<file path="src/rtl/modadd_pkg.sv">
package modadd_pkg;
  typedef enum logic [1:0] {
    MODE_POW2    = 2'b00,
    MODE_POW2_M1 = 2'b01,
    MODE_POW2_P1 = 2'b10,
    MODE_GEN     = 2'b11
  } mod_mode_e;
endpackage

</file>
<file path="src/rtl/modadd_prefix_add.sv">
// Log-depth parallel-prefix adder with carry-in folded into bit 0
module modadd_prefix_add #(
  parameter int W = 8
) (
  input  logic [W-1:0] a_i,
  input  logic [W-1:0] b_i,
  input  logic         cin_i,
  output logic [W-1:0] sum_o,
  output logic         cout_o
);
  localparam int LV = (W > 1) ? $clog2(W) : 1;

  logic [W-1:0] p0, g0;
  logic [W-1:0] g_acc, p_acc, g_nxt, p_nxt;
  logic [W-1:0] cin_vec;

  assign p0 = a_i ^ b_i;
  always_comb begin
    g0    = a_i & b_i;
    g0[0] = (a_i[0] & b_i[0]) | (p0[0] & cin_i);
  end

  always_comb begin
    g_acc = g0;
    p_acc = p0;
    g_nxt = g0;
    p_nxt = p0;
    for (int lv = 0; lv < LV; lv++) begin
      g_nxt = g_acc;
      p_nxt = p_acc;
      for (int i = 0; i < W; i++) begin
        if (i >= (1 << lv)) begin
          g_nxt[i] = g_acc[i] | (p_acc[i] & g_acc[i-(1<<lv)]);
          p_nxt[i] = p_acc[i] & p_acc[i-(1<<lv)];
        end
      end
      g_acc = g_nxt;
      p_acc = p_nxt;
    end
  end

  generate
    if (W > 1) begin : g_cvec
      assign cin_vec = {g_acc[W-2:0], cin_i};
    end else begin : g_cone
      assign cin_vec = cin_i;
    end
  endgenerate

  assign sum_o  = p0 ^ cin_vec;
  assign cout_o = g_acc[W-1];
endmodule

</file>
<file path="src/rtl/modadd_csa.sv">
// 3:2 carry-save compressor; carry vector is pre-shifted, top carry dropped
module modadd_csa #(
  parameter int W = 8
) (
  input  logic [W-1:0] a_i,
  input  logic [W-1:0] b_i,
  input  logic [W-1:0] c_i,
  output logic [W-1:0] sum_o,
  output logic [W-1:0] cy_o
);
  assign cy_o[0] = 1'b0;
  for (genvar i = 0; i < W; i++) begin : g_bit
    assign sum_o[i] = a_i[i] ^ b_i[i] ^ c_i[i];
    if (i < W - 1) begin : g_cy
      assign cy_o[i+1] = (a_i[i] & b_i[i]) | (a_i[i] & c_i[i]) | (b_i[i] & c_i[i]);
    end
  end
endmodule

</file>
<file path="src/rtl/modadd_incr.sv">
// Conditional +1 with carry out
module modadd_incr #(
  parameter int W = 8
) (
  input  logic [W-1:0] a_i,
  input  logic         inc_i,
  output logic [W-1:0] sum_o,
  output logic         cout_o
);
  logic [W:0] run;
  assign run[0] = inc_i;
  for (genvar i = 0; i < W; i++) begin : g_bit
    assign sum_o[i]  = a_i[i] ^ run[i];
    assign run[i+1]  = a_i[i] & run[i];
  end
  assign cout_o = run[W];
endmodule

</file>
<file path="src/rtl/modadd_unit.sv">
module modadd_unit
  import modadd_pkg::*;
#(
  parameter int DATA_W  = 8,
  parameter int MOD_GEN = 200   // 2 <= MOD_GEN <= 2**DATA_W
) (
  input  logic              clk_i,
  input  logic              rst_ni,
  input  logic [1:0]        mode_i,
  input  logic [DATA_W:0]   x_i,
  input  logic [DATA_W:0]   y_i,
  output logic [DATA_W:0]   res_o
);
  localparam int OPW = DATA_W + 1;
  localparam int GW  = DATA_W + 2;
  localparam logic [GW-1:0] NEG_M = GW'((1 << GW) - MOD_GEN);

  mod_mode_e mode;
  assign mode = mod_mode_e'(mode_i);

  // Shared k-bit adder for all modes
  logic [DATA_W-1:0] low_sum;
  logic              low_co;
  modadd_prefix_add #(.W(DATA_W)) u_low (
    .a_i   (x_i[DATA_W-1:0]),
    .b_i   (y_i[DATA_W-1:0]),
    .cin_i (1'b0),
    .sum_o (low_sum),
    .cout_o(low_co)
  );

  // End-around carry (2^k-1) or inverted end-around carry (diminished-1)
  logic inc_en;
  always_comb begin
    unique case (mode)
      MODE_POW2_M1: inc_en = low_co;
      MODE_POW2_P1: inc_en = ~low_co;
      default:      inc_en = 1'b0;
    endcase
  end

  logic [DATA_W-1:0] inc_sum;
  logic              inc_co;
  modadd_incr #(.W(DATA_W)) u_inc (
    .a_i   (low_sum),
    .inc_i (inc_en),
    .sum_o (inc_sum),
    .cout_o(inc_co)
  );

  // General modulus: x + y - m via carry-save fold, then one wide add
  logic [GW-1:0] csa_s, csa_c, diff;
  logic          unused_diff_co;
  modadd_csa #(.W(GW)) u_csa (
    .a_i  ({1'b0, x_i}),
    .b_i  ({1'b0, y_i}),
    .c_i  (NEG_M),
    .sum_o(csa_s),
    .cy_o (csa_c)
  );
  modadd_prefix_add #(.W(GW)) u_diff (
    .a_i   (csa_s),
    .b_i   (csa_c),
    .cin_i (1'b0),
    .sum_o (diff),
    .cout_o(unused_diff_co)
  );

  logic diff_neg, m1_all_ones, x_zero, y_zero;
  assign diff_neg    = diff[GW-1];
  assign m1_all_ones = &inc_sum;
  assign x_zero      = x_i[DATA_W];
  assign y_zero      = y_i[DATA_W];

  logic [OPW-1:0] res_d;
  always_comb begin
    unique case (mode)
      MODE_POW2:    res_d = {1'b0, low_sum};
      MODE_POW2_M1: res_d = m1_all_ones ? '0 : {1'b0, inc_sum};
      MODE_POW2_P1: begin
        if (x_zero)      res_d = y_i;
        else if (y_zero) res_d = x_i;
        else             res_d = {inc_co, inc_sum};
      end
      default:      res_d = diff_neg ? {low_co, low_sum} : diff[OPW-1:0];
    endcase
  end

  always_ff @(posedge clk_i or negedge rst_ni) begin
    if (!rst_ni) res_o <= '0;
    else         res_o <= res_d;
  end
endmodule

</file>
<file path="config.mk">
export PLATFORM = sky130hd
export DESIGN_NAME = modadd_unit
export DESIGN_NICKNAME = d
export VERILOG_FILES = /design/src/rtl/modadd_pkg.sv /design/src/rtl/modadd_prefix_add.sv /design/src/rtl/modadd_csa.sv /design/src/rtl/modadd_incr.sv /design/src/rtl/modadd_unit.sv
export SDC_FILE = /design/constraint.sdc
export NUM_CORES = 1
export LEC_CHECK = 0
export BUFFER_PORTS_ARGS = -buffer_cell sky130_fd_sc_hd__buf_2
export CORE_AREA = 5 5 62 106
export DETAILED_ROUTE_END_ITERATION = 8
export DIE_AREA = 0 0 67 111
export GPL_TIMING_DRIVEN = 1
export PLACE_DENSITY = 0.46
export SLEW_MARGIN = 20
export SYNTH_ARGS = -nofsm -noshare
export SYNTH_HDL_FRONTEND = slang
export SYNTH_SLANG_ARGS = --single-unit
</file>
<file path="constraint.sdc">
create_clock -name clk_i -period 0.8 [get_ports clk_i]
set_input_delay 0.12 -clock clk_i [delete_from_list [all_inputs] [get_ports clk_i]]
set_output_delay 0.12 -clock clk_i [all_outputs]
set_load 0.1 [all_outputs]
</file>
After elaboration in Yosys (flattened, before gate mapping). Cells that the tools add are included.

Register bits: 9. Input port bits: 22. Output and inout port bits: 9. Word-level logic and storage cells: 152.

Eq/ne operators: 2. Muxes and demuxes: 6. Bitwise operators: 141. Reductions and logical operators: 2.

Operator list (number): $and A1 B1 Y1 (71); $or A1 B1 Y1 (42); $mux W9 (3); $pmux W9 S3 (1); $xor A10 B10 Y10 (2); $xor A1 B1 Y1 (17); $xor A8 B8 Y8 (2); $and A9 B9 Y9 (1); $and A8 B8 Y8 (1); $mux W8 (1); $reduce_and A8 Y1 (1); $not A1 Y1 (5); $eq A2 B1 Y1 const B (1); $eq A2 B2 Y1 const B (1); $logic_not A2 Y1 (1); $pmux W1 S2 (1).

Longest topological paths before layout. Gate-level depths: netlist of the first run.

Depth after elaboration: 20. Gate-level depth with buffers: 21. Mapped depth without buffers: 21.

Hierarchy. Synthesis of the first run repeated with hierarchy kept, for this count alone.

Cells, all modules: 214. Area total of the unflattened synthesis: 2049.5 um2.

By module, submodules not included: modadd_unit (times used 1, cells each 94, area each 935.9 um2, seq. area each 225.2 um2); modadd_prefix_add (u_diff) (times used 1, cells each 56, area each 451.7 um2, seq. area each 0.0 um2); modadd_prefix_add (u_low) (times used 1, cells each 44, area each 346.6 um2, seq. area each 0.0 um2); modadd_csa (times used 1, cells each 12, area each 215.2 um2, seq. area each 0.0 um2); modadd_incr (times used 1, cells each 8, area each 100.1 um2, seq. area each 0.0 um2).

Least setup slack after synthesis of the first run. Ideal clock, no wire load.

Kind: input -> register. Start point: input x_i[0]. End point: register res_o[2]. Library setup time: 0.133 ns. Arrival: 3.784 ns. Required time: 0.667 ns. Slack: -3.116 ns. Cell stages on the path: 21. Buffers on the path: 0. Cell sequence: ha_1 inv_1 fa_1 inv_1 a31oi_1 o31ai_1 a31oi_1 mux2i_1 ha_1 ha_1 ha_1 ha_1 ha_1 ha_1 ha_1 ha_1 nand4_1 o21ai_0 o32ai_1 a222oi_1 nor3_1.

Cells in the longest elaborated chain, start to end: 20. Elaborated cells on any way between the ends: 48. Those cells by class: mux: 6; bitwise: 41; reduce/logical: 1.

RTL lines: from (decl) (line modadd_unit.sv:10) `input logic [DATA_W:0] x_i,`; $and A1 B1 Y1 (line modadd_prefix_add.sv:20, modadd_csa.sv:15); $and A1 B1 Y1 (line modadd_prefix_add.sv:33) `g_nxt[i] = g_acc[i] | (p_acc[i] & g_acc[i-(1<<lv)]);`; $or A1 B1 Y1 (line modadd_prefix_add.sv:33); $and A1 B1 Y1 (line modadd_prefix_add.sv:33); $or A1 B1 Y1 (line modadd_prefix_add.sv:33); $and A1 B1 Y1 (line modadd_prefix_add.sv:33); $or A1 B1 Y1 (line modadd_prefix_add.sv:33); $not A1 Y1 (line modadd_unit.sv:37) `MODE_POW2_P1: inc_en = ~low_co;`; $pmux W1 S2 (line modadd_unit.sv:35) `unique case (mode)`; $and A1 B1 Y1 (7 in series) (line modadd_incr.sv:14) `assign run[i+1] = a_i[i] & run[i];`; $xor A1 B1 Y1 (line modadd_incr.sv:13) `assign sum_o[i] = a_i[i] ^ run[i];`; $reduce_and A8 Y1 (line modadd_unit.sv:71) `assign m1_all_ones = &inc_sum;`; $mux W8 (line modadd_unit.sv:79) `MODE_POW2_M1: res_d = m1_all_ones ? '0 : {1'b0, inc_sum};`; $pmux W9 S3 * (line modadd_unit.sv:77) `unique case (mode)`; via res_d[2] (line modadd_unit.sv:75) `logic [OPW-1:0] res_d;`; to (signal assigned) (line modadd_unit.sv:91) `else res_o <= res_d;`; to (decl) (line modadd_unit.sv:12) `output logic [DATA_W:0] res_o`.

Mark *: on every way through the listed nets, which the timed path passes. The rest lies on a longest branch.

Final worst setup path of the first run. Ends and elaborated chain as after synthesis.

==> results of run 1 <==
==> metal layers <==
metal / part of all wire / track usage
met4: 0.039 / 0.0678
met5: 0 / 0
met2: 0.57 / 0.297
met1: 0.36 / 0.149
met3: 0.030 / 0.0101
==> worst max-delay path by stage <==
stage	from	end	slack (ns)	cells past startpoint
after CTS	y_i[2]	res_o[2]	-2.71	20
after global routing	x_i[0]	res_o[2]	-2.85	22
after detailed placement	y_i[0]	res_o[0]	-3.02	22
after global placement	y_i[0]	res_o[2]	-2.95	22
final	x_i[0]	res_o[2]	-2.62	22
after floorplan	y_i[0]	res_o[2]	-2.75	21
==> area by class of cell <==
class / count / area share
timing repair buffer: 115 / 0.326
inverter: 33 / 0.0418
sequential: 9 / 0.0794
tap: 76 / 0.0321
clock buffer: 4 / 0.0152
multi-input combinational: 151 / 0.505
==> per-stage QoR <==
step / setup WS [ns] / area (um2)
4_1_cts: -2.71 / 2890
5_1_grt: -2.85 / 2960
2_1_floorplan: -2.75 / 1790
6_report: -2.62 / 2960
3_5_place_dp: -3.02 / 2760
3_3_place_gp: -2.95 / 2760
==> report_power, final <==
part	switching [W]	internal [W]	total, W
logic	0.00176	0.00164	0.00340
registers	0.0000709	0.000559	0.000630
clock network	0.000175	0.000347	0.000522
==> cells in the final DEF, fill, tap and decap left out, types with 2 or more instances in the layout <==
master / instances
nand2b_1: 4
o21ai_2: 2
a21o_1: 2
a221oi_2: 2
fa_1: 3
buf_2: 17
nor3_1: 5
xnor2_1: 6
a21oi_1: 14
nor2b_1: 2
nand4_1: 4
buf_4: 83
fa_2: 2
mux2i_1: 10
o21ai_0: 5
inv_1: 31
buf_12: 10
a21oi_2: 2
ha_1: 18
clkbuf_8: 3
ha_4: 9
a211oi_1: 2
nand2_1: 11
o31ai_1: 3
nor2_1: 8
buf_6: 3
inv_2: 2
dfrtp_2: 8
a2bb2oi_2: 4
xor2_1: 5
o211ai_1: 5
==> what timing repair did <==
item | 4_1_cts | 5_1_grt
setup endpoints to repair | 18 | 18
gates cloned | 0 | 0
hold buffers | 1 | 0
pin swaps | 27 | 9
buffers inserted | 3 | 1
gates resized for setup | 11 | 12
endpoints found under the hold margin | 9 | 0
==> kinds of logic (layout without fill, tap and decap cells) <==
family          count (synthesis)  count (layout)
compound gates                 55              55
simple gates                   40              40
buf+inv                        38             152
fa+ha+maj                      33              33
xor+xnor                       12              12
mux                            11              11
flops                           9               9
==> out/metrics.yaml, run 1 <==
startpoint_type: "input port"
h-tree-depth: 1
max_cap_viol_count: 0
syn_area_per_cell_um2: 8.30
worstPathMaxFanout: 2
cts.path.max_buffers: 2
synth_top_family_by_area: "adder cells"
cp.arrival_ns: 3.52
synth_compound_area_frac: 0.238
power_density_nw_per_um2: 1540
synthTopCellsByCount: "inv_1 (33), ha_1 (28), a21oi_1 (15)"
synth_seq_cells: 9
nFillCells: 540
worst-slew-pin-transition_ns: 0.395
dp_hpwl_um: 4740
via_per_inst: 4.77
synth-seq-area-share: 0.137
cts_tree: "built"
first_pass_iters: 4
relSlewSlack: 0.730
crit_buf_inv: 3
hold_path.class: "in -> async"
wl_per_cell_um: 13.6
crit_top_cell: "ha_4"
num_rows: 36
synth_ff_type: "dfrtp_1"
synth.area.mux_share: 0.0701
antenna_found_initial: 0
layout.nets: 368
overflow: 0
yosysTopAreaCell: "ha_1"
multiInputGateArea_um2: 1500
start_util: 0.297
die_w_um: 67
grt_pass1_vias: 1902
synth_most_common_cell: "inv_1"
reg_top3: "res_o x9"
pin_count: 31
crit_path_cell_trace: "buf_8, ha_4, inv_2, fa_2, inv_2, a31oi_4, o31ai_4, a31oi_2, mux2i_1, ha_2, ha_4, ha_4, ha_4, ha_4, ha_4, ha_4, ha_4, nand4_1, o21ai_2, o32ai_2, a222oi_1, nor3_1"
status: "finished, violations left"
critPathTopFamily: "adder cells"
synthXorXnorAreaFrac: 0.0754
dr.first_iter.drc_count: 44
setup_slack_ns: -2.62
setup_viol: 18
place_congestion: 0.849
synth_nets: 253
diodes: 0
num_vias: 1850
end_kind: "register"
cp_data_required_time_ns: 0.90
core_area_um2: 5540
grt_max_degree: 18
ant_nets: 0
yosys.area.top_type_share: 0.213
max_stage_delay_ns: 0.33
dp.cells: 379
period_minus_slack_ns: 3.42
synthArstFlopShare: 1.00
die_h_um: 111
period_share: 4.27
syn_to_final_growth_pct: 80.4
regMostFlops: "res_o"
hold_slack_ns: 0.275
p_leak_nw: 1.44
ys_top_cells_by_area: "ha_1 (21%), dfrtp_1 (14%), inv_1 (7.5%)"
wl_um: 5260
clkSlewWorstSetupHoldPaths_ns: 0.04
rsz0062_at_grt: "yes"
remaining_drc_errors: 0
cts_buffers: 3
layout-drive-gt1-share: 0.513
fin_setup_tns_ns: -23.39
die_area_um2: 7440
synth_cell_types: 42
irDropWorstVdd_v: 0.000636
violations: "negative setup slack"
synth_area_um2: 1640
final_util: 0.535
synth-adder-area-share: 0.274
largest_register_ffs: 9
regArea_um2: 235
clock_sinks: 9
synth-edff-count: 0
track_usage: 0.151
grt_pass1_wl_um: 8640
p_total_w: 0.00455
fmax_ghz: 0.292
final_cell_count_no_fill: 388
root_buffer: "clkbuf_8"
drv_slew: 0
critPathKind: "in -> reg"
slowest_stage: "fa_2"
syn_inst: 198
yosys.area_share.simple: 0.118
portBuffers: 30
hold_viol: 0
yosysWarnings: 0
No activity file was read; power rests on OpenSTA's default activity.
==> run 2, diff against run 1 <==
ABC_AREA = 1   (was default)
CORE_AREA = 5 5 66 113   (was 5 5 62 106)
DIE_AREA = 0 0 71 118   (was 0 0 67 111)
==> out/metrics.yaml, run 2 <==
status: "finished, violations left"  # unchanged
violations: "negative setup slack"  # unchanged
syn_area_per_cell_um2: 6.10  # was 8.30 um2
grt_pass1_vias: 2251  # was 1902
synth-seq-area-share: 0.120  # was 0.137
end_kind: "register"  # unchanged
portBuffers: 30  # unchanged
nFillCells: 680  # was 540
die_h_um: 118  # was 111 um
synth_ff_type: "dfrtp_1"  # unchanged
grt_pass1_wl_um: 10100  # was 8640 um
period_share: 3.83  # was 4.27
antenna_found_initial: 1  # was 0
worstPathMaxFanout: 7  # was 2
first_pass_iters: 4  # unchanged
pin_count: 31  # unchanged
clock_sinks: 9  # unchanged
setup_slack_ns: -2.27  # was -2.62 ns
synthArstFlopShare: 1.00  # unchanged
via_per_inst: 4.40  # was 4.77
yosys.area.top_type_share: 0.186  # was 0.213
num_vias: 2211  # was 1850
cp_data_required_time_ns: 0.92  # was 0.90 ns
synth_most_common_cell: "nand2_1"  # was inv_1
track_usage: 0.153  # was 0.151
ys_top_cells_by_area: "ha_1 (19%), nand2_1 (19%), inv_1 (13%)"  # was ha_1 (21%), dfrtp_1 (14%), inv_1 (7.5%)
drv_slew: 0  # unchanged
synth_seq_cells: 9  # unchanged
synth_top_family_by_area: "simple AND/OR/NAND/NOR gates"  # was adder cells
place_congestion: 0.859  # was 0.849
root_buffer: "clkbuf_16"  # was clkbuf_8
fmax_ghz: 0.326  # was 0.292 GHz
max_cap_viol_count: 0  # unchanged
setup_viol: 18  # unchanged
synthXorXnorAreaFrac: 0.0412  # was 0.0754
dp_hpwl_um: 5670  # was 4740 um
max_stage_delay_ns: 0.33  # about the same
cts_tree: "built"  # unchanged
grt_max_degree: 11  # was 18
critPathKind: "in -> reg"  # unchanged
syn_to_final_growth_pct: 67.5  # was 80.4%
yosysWarnings: 0  # unchanged
synth_compound_area_frac: 0.102  # was 0.238
final_cell_mix: "nand2_1 (89), buf_4 (80), inv_1 (61), nand3_1 (23)"  # was buf_4 (83), inv_1 (31), ha_1 (18), buf_2 (17), a21oi_1 (14)
core_area_um2: 6440  # was 5540 um2
start_util: 0.293  # was 0.297
synth.area.mux_share: 0  # was 0.0701
startpoint: "y_i[2]"  # was x_i[0]
slowest_stage: "fa_2"  # unchanged
clkSlewWorstSetupHoldPaths_ns: 0.04  # about the same
synth-edff-count: 0  # unchanged
largest_register_ffs: 9  # unchanged
wl_per_cell_um: 12.4  # was 13.6 um
final_util: 0.490  # was 0.535
relSlewSlack: 0.742  # was 0.730
rsz0062_at_grt: "yes"  # unchanged
cp.arrival_ns: 3.19  # was 3.52 ns
h-tree-depth: 1  # unchanged
remaining_drc_errors: 0  # unchanged
yosysTopAreaCell: "ha_1"  # unchanged
diodes: 0  # unchanged
startpoint_type: "input port"  # unchanged
period_minus_slack_ns: 3.07  # was 3.42 ns
power_density_nw_per_um2: 1550  # was 1540 nW/um2
synth-adder-area-share: 0.239  # was 0.274
num_rows: 39  # was 36
synth_nets: 364  # was 253
cts_buffers: 3  # unchanged
dr.first_iter.drc_count: 69  # was 44
die_w_um: 71  # was 67 um
worst-slew-pin-transition_ns: 0.384  # was 0.395 ns
syn_inst: 309  # was 198
layout.nets: 476  # was 368
ant_nets: 0  # unchanged
preCtsSetupSlack_ns: -2.70  # was -3.02 ns
reg_top3: "res_o x9"  # unchanged
synthTopCellsByCount: "nand2_1 (93), inv_1 (64), ha_1 (28)"  # was inv_1 (33), ha_1 (28), a21oi_1 (15)
yosys.area_share.simple: 0.345  # was 0.118
regMostFlops: "res_o"  # unchanged
cts.path.max_buffers: 2  # unchanged
synth_area_um2: 1880  # was 1640 um2
overflow: 0  # unchanged
p_total_w: 0.00488  # was 0.00455 W
irDropWorstVdd_v: 0.000764  # was 0.000636 V
hold_path.class: "in -> async"  # unchanged
crit_top_cell: "ha_4"  # unchanged
wl_um: 6240  # was 5260 um
layout-drive-gt1-share: 0.405  # was 0.513
final_common_cell: "nand2_1"  # was buf_4
synth_cell_types: 30  # was 42
die_area_um2: 8380  # was 7440 um2
hold_viol: 0  # unchanged
p_leak_nw: 1.75  # was 1.44 nW
==> run 2: cell types whose count changed after synthesis, moves of 5 or more <==
cell,previous run,this run
a21oi_1,15,8
inv_1,33,64
inv_2,0,6
mux2i_1,10,0
nand2_1,11,93
nand2_2,0,6
nand3_1,2,26
nor2_1,9,14
o21ai_1,0,6
==> run 2: area by class of cell <==
type / count / area, um2 / share of cell area
clock buffers: 4 / 78.8 / 0.0250
flip-flops and latches: 9 / 234 / 0.0741
inverters: 73 / 274 / 0.0868
multi-input cells: 224 / 1550 / 0.491
repair buffers: 110 / 917 / 0.291
well taps: 82 / 103 / 0.0325
==> run 2: power breakdown <==
group          internal, W  switching, W
Combinational      0.00147       0.00192
Clock             0.000665      0.000201
Sequential        0.000556     0.0000694
Total              0.00270       0.00219
==> run 2: cell families after synthesis <==
family / count (synthesis)
buf+inv: 76
xor+xnor: 8
compound gates: 33
fa+ha+maj: 33
simple gates: 150
flops: 9
==> run 2: path summary, 6_finish.rpt <==
path | slack (ns) | end | depth (start not counted)
min | 0.26 | res_o[5] | 2
max in group asynchronous | 0.35 | res_o[1] | 2
max | -2.27 | res_o[5] | 25
min in group clk_i | 0.27 | res_o[0] | 3
==> run 2: critical path: cells and delay by family <==
family	cells	cell delay, ns
adders and majority gates	10	1.82
and+or+nand+nor	8	0.76
buffers and inverters	4	0.30
AOI/OAI and AO/OA	3	0.17
==> run 2: layer usage <==
layer / vias up / GRT usage / share of wire
met5: - / 0 / 0.0029
met4: 2 / 0.0635 / 0.039
met3: 24 / 0.0145 / 0.025
met2: 50 / 0.312 / 0.58
met1: 959 / 0.146 / 0.35
li1: 1176 / - / -
==> run 2: timing repair <==
| action | in CTS | in global routing |
|---|---|---|
| resized for setup | 13 | 13 |
| buffers inserted | 6 | 1 |
| endpoints found under the setup margin | 18 | 18 |
| hold buffers | 1 | 0 |
| pin swaps | 16 | 14 |
| endpoints found under the hold margin | 9 | 0 |
==> run 2: metrics by stage <==
step                      area (um2)  setup TNS (ns)  hold slack [ns]  instances
after floorplan                 2010          -20.71           -0.176        309
after global placement          2920          -22.82          -0.0262        490
after detailed placement        2920          -23.23          -0.0255        490
after CTS                       3110          -21.01            0.281        501
after global routing            3160          -21.90            0.270        502
final                           3160          -20.69            0.265        502
==> run 3, diff against run 2 <==
CORE_AREA = 5 5 52 88   (was 5 5 66 113)
DIE_AREA = 0 0 57 93   (was 0 0 71 118)
PLACE_DENSITY = 0.72   (was 0.46)
SLEW_MARGIN = 40   (was 20)
==> out/metrics.yaml, run 3 (same netlist as run 2, synthesis figures left out) <==
hold_viol: 0  # unchanged
regMostFlops: "res_o"  # unchanged
fmax_ghz: 0.314  # was 0.326 GHz
h-tree-depth: 1  # unchanged
num_rows: 30  # was 39
layout-drive-gt1-share: 0.427  # was 0.405
track_usage: 0.283  # was 0.153
use_met1: 0.251  # was 0.146
antenna_found_initial: 0  # was 1
preCtsSetupSlack_ns: -2.62  # was -2.70 ns
core_area_um2: 3830  # was 6440 um2
status: "finished, violations left"  # unchanged
grt-busiest-layer: "met2"  # unchanged
die_area_um2: 5300  # was 8380 um2
die_h_um: 93  # was 118 um
drv_slew: 0  # unchanged
grt_pass1_vias: 2624  # was 2251
reg_top3: "res_o x9"  # unchanged
hold_path.class: "in -> async"  # unchanged
dp_hpwl_um: 5770  # was 5670 um
wl_per_cell_um: 15.7  # was 12.4 um
portBuffers: 30  # unchanged
p_leak_nw: 1.76  # was 1.75 nW
end_kind: "register"  # unchanged
grt_pass1_wl_um: 11500  # was 10100 um
num_vias: 2572  # was 2211
die_w_um: 57  # was 71 um
setup_viol: 18  # unchanged
worstPathMaxFanout: 2  # was 7
startpoint_type: "input port"  # unchanged
diodes: 0  # unchanged
cts_tree: "built"  # unchanged
relSlewSlack: 0.716  # was 0.742
dpl_cell_area_um2: 2930  # was 2920 um2
cp.arrival_ns: 3.31  # was 3.19 ns
dr.first_iter.drc_count: 75  # was 69
critPathKind: "in -> reg"  # unchanged
finalInstanceArea_um2: 3170  # was 3160 um2
final_cell_mix: "nand2_1 (86), buf_4 (85), inv_1 (61), nand3_1 (20), buf_2 (17)"  # was nand2_1 (89), buf_4 (80), inv_1 (61), nand3_1 (23)
violations: "negative setup slack"  # unchanged
via_per_inst: 5.43  # was 4.40
fin_setup_tns_ns: -21.57  # was -20.69 ns
wl_um: 7450  # was 6240 um
layout.nets: 482  # was 476
grt_use_met3: 0.0304  # was 0.0145
remaining_drc_errors: 0  # unchanged
max_cap_viol_count: 0  # unchanged
place_congestion: 0.938  # was 0.859
ant_nets: 0  # unchanged
grt_max_degree: 11  # unchanged
syn_to_final_growth_pct: 68.0  # was 67.5%
clock_sinks: 9  # unchanged
final_common_cell: "nand2_1"  # unchanged
period_minus_slack_ns: 3.18  # was 3.07 ns
root_buffer: "clkbuf_8"  # was clkbuf_16
grt_util_met2: 0.564  # was 0.312
rsz0062_at_grt: "yes"  # unchanged
clkSlewWorstSetupHoldPaths_ns: 0.04  # about the same
first_pass_iters: 4  # unchanged
cp_data_required_time_ns: 0.92  # about the same
start_util: 0.492  # was 0.293
pin_count: 31  # unchanged
multiInputGateArea_um2: 1590  # was 1550 um2
power_density_nw_per_um2: 1490  # was 1550 nW/um2
overflow: 0  # unchanged
cts_buffers: 3  # unchanged
nFillCells: 243  # was 680
period_share: 3.98  # was 3.83
setup_slack_ns: -2.38  # was -2.27 ns
largest_register_ffs: 9  # unchanged
cts.path.max_buffers: 2  # unchanged
regArea_um2: 234  # unchanged
worst-slew-pin-transition_ns: 0.423  # was 0.384 ns
irDropWorstVdd_v: 0.00121  # was 0.000764 V
==> run 3: cell types whose count changed in the layout (fill, tap and decap cells not counted), moves of 3 or more <==
cell       before  now
nand3_1        23   20
nand2_2        10   13
nand2_1        89   86
clkbuf_8        0    3
nand3_2         5    8
buf_4          80   85
clkbuf_16       3    0
==> run 3: cell type report <==
cell class,count,share of cell area
Inverter,73,0.0866
Timing Repair Buffer,116,0.305
Multi-Input combinational cell,224,0.501
Clock buffer,4,0.0142
Sequential cell,9,0.0739
Tap cell,48,0.0190
==> run 3: metrics by stage <==
step	instances	hold slack (ns)	total power [W]	utilization
2_1_floorplan	309	-0.176	0.00249	-
3_3_place_gp	462	-0.0294	0.00385	0.764
3_5_place_dp	462	-0.0274	0.00396	0.764
4_1_cts	473	0.258	0.00458	0.809
5_1_grt	474	0.269	0.00499	0.827
6_report	474	0.265	0.00472	0.827
==> run 3: timing repair <==
item | 4_1_cts | 5_1_grt
pin swaps | 13 | 13
setup buffers | 6 | 1
hold buffers | 1 | 0
setup endpoints to repair | 18 | 18
resized for setup | 20 | 14
hold endpoints to repair | 9 | 0
==> run 3: worst max-delay path, stage by stage <==
cell,delay [ns]
buf_8,0.10
ha_4,0.15
fa_2,0.33
inv_2,0.07
o21ai_2,0.06
buf_4,0.13
buf_4,0.12
buf_4,0.12
buf_4,0.12
buf_4,0.12
buf_4,0.12
xor2_1,0.31
ha_4,0.20
ha_4,0.14
ha_4,0.13
ha_4,0.20
buf_4,0.14
inv_1,0.04
o21ai_0,0.07
o21ai_1,0.22
nand2_1,0.10
inv_1,0.06
nand2_1,0.04
inv_1,0.05
nand2_1,0.04
==> run 3: path summary, 6_finish.rpt <==
kind,startpoint,endpoint,slack [ns],cells past startpoint
setup / recovery,y_i[2],res_o[7],-2.38,25
hold / removal,rst_ni,res_o[4],0.26,2
max in group asynchronous,rst_ni,res_o[8],0.34,2
min in group clk_i,x_i[0],res_o[0],0.28,3
==> run 3: where the power goes <==
part	total [W]	switching [W]	leakage, nW	internal (W)
Clock	0.000519	0.000173	0.0228	0.000346
Sequential	0.000631	0.0000752	0.101	0.000556
Combinational	0.00357	0.00204	1.64	0.00153
==> run 3: per-layer routing <==
layer / up-vias / wire (um)
li1: 1195 / -
met1: 1199 / 2400
met2: 113 / 4130
met3: 65 / 299
met4: 0 / 619
met5: - / 0
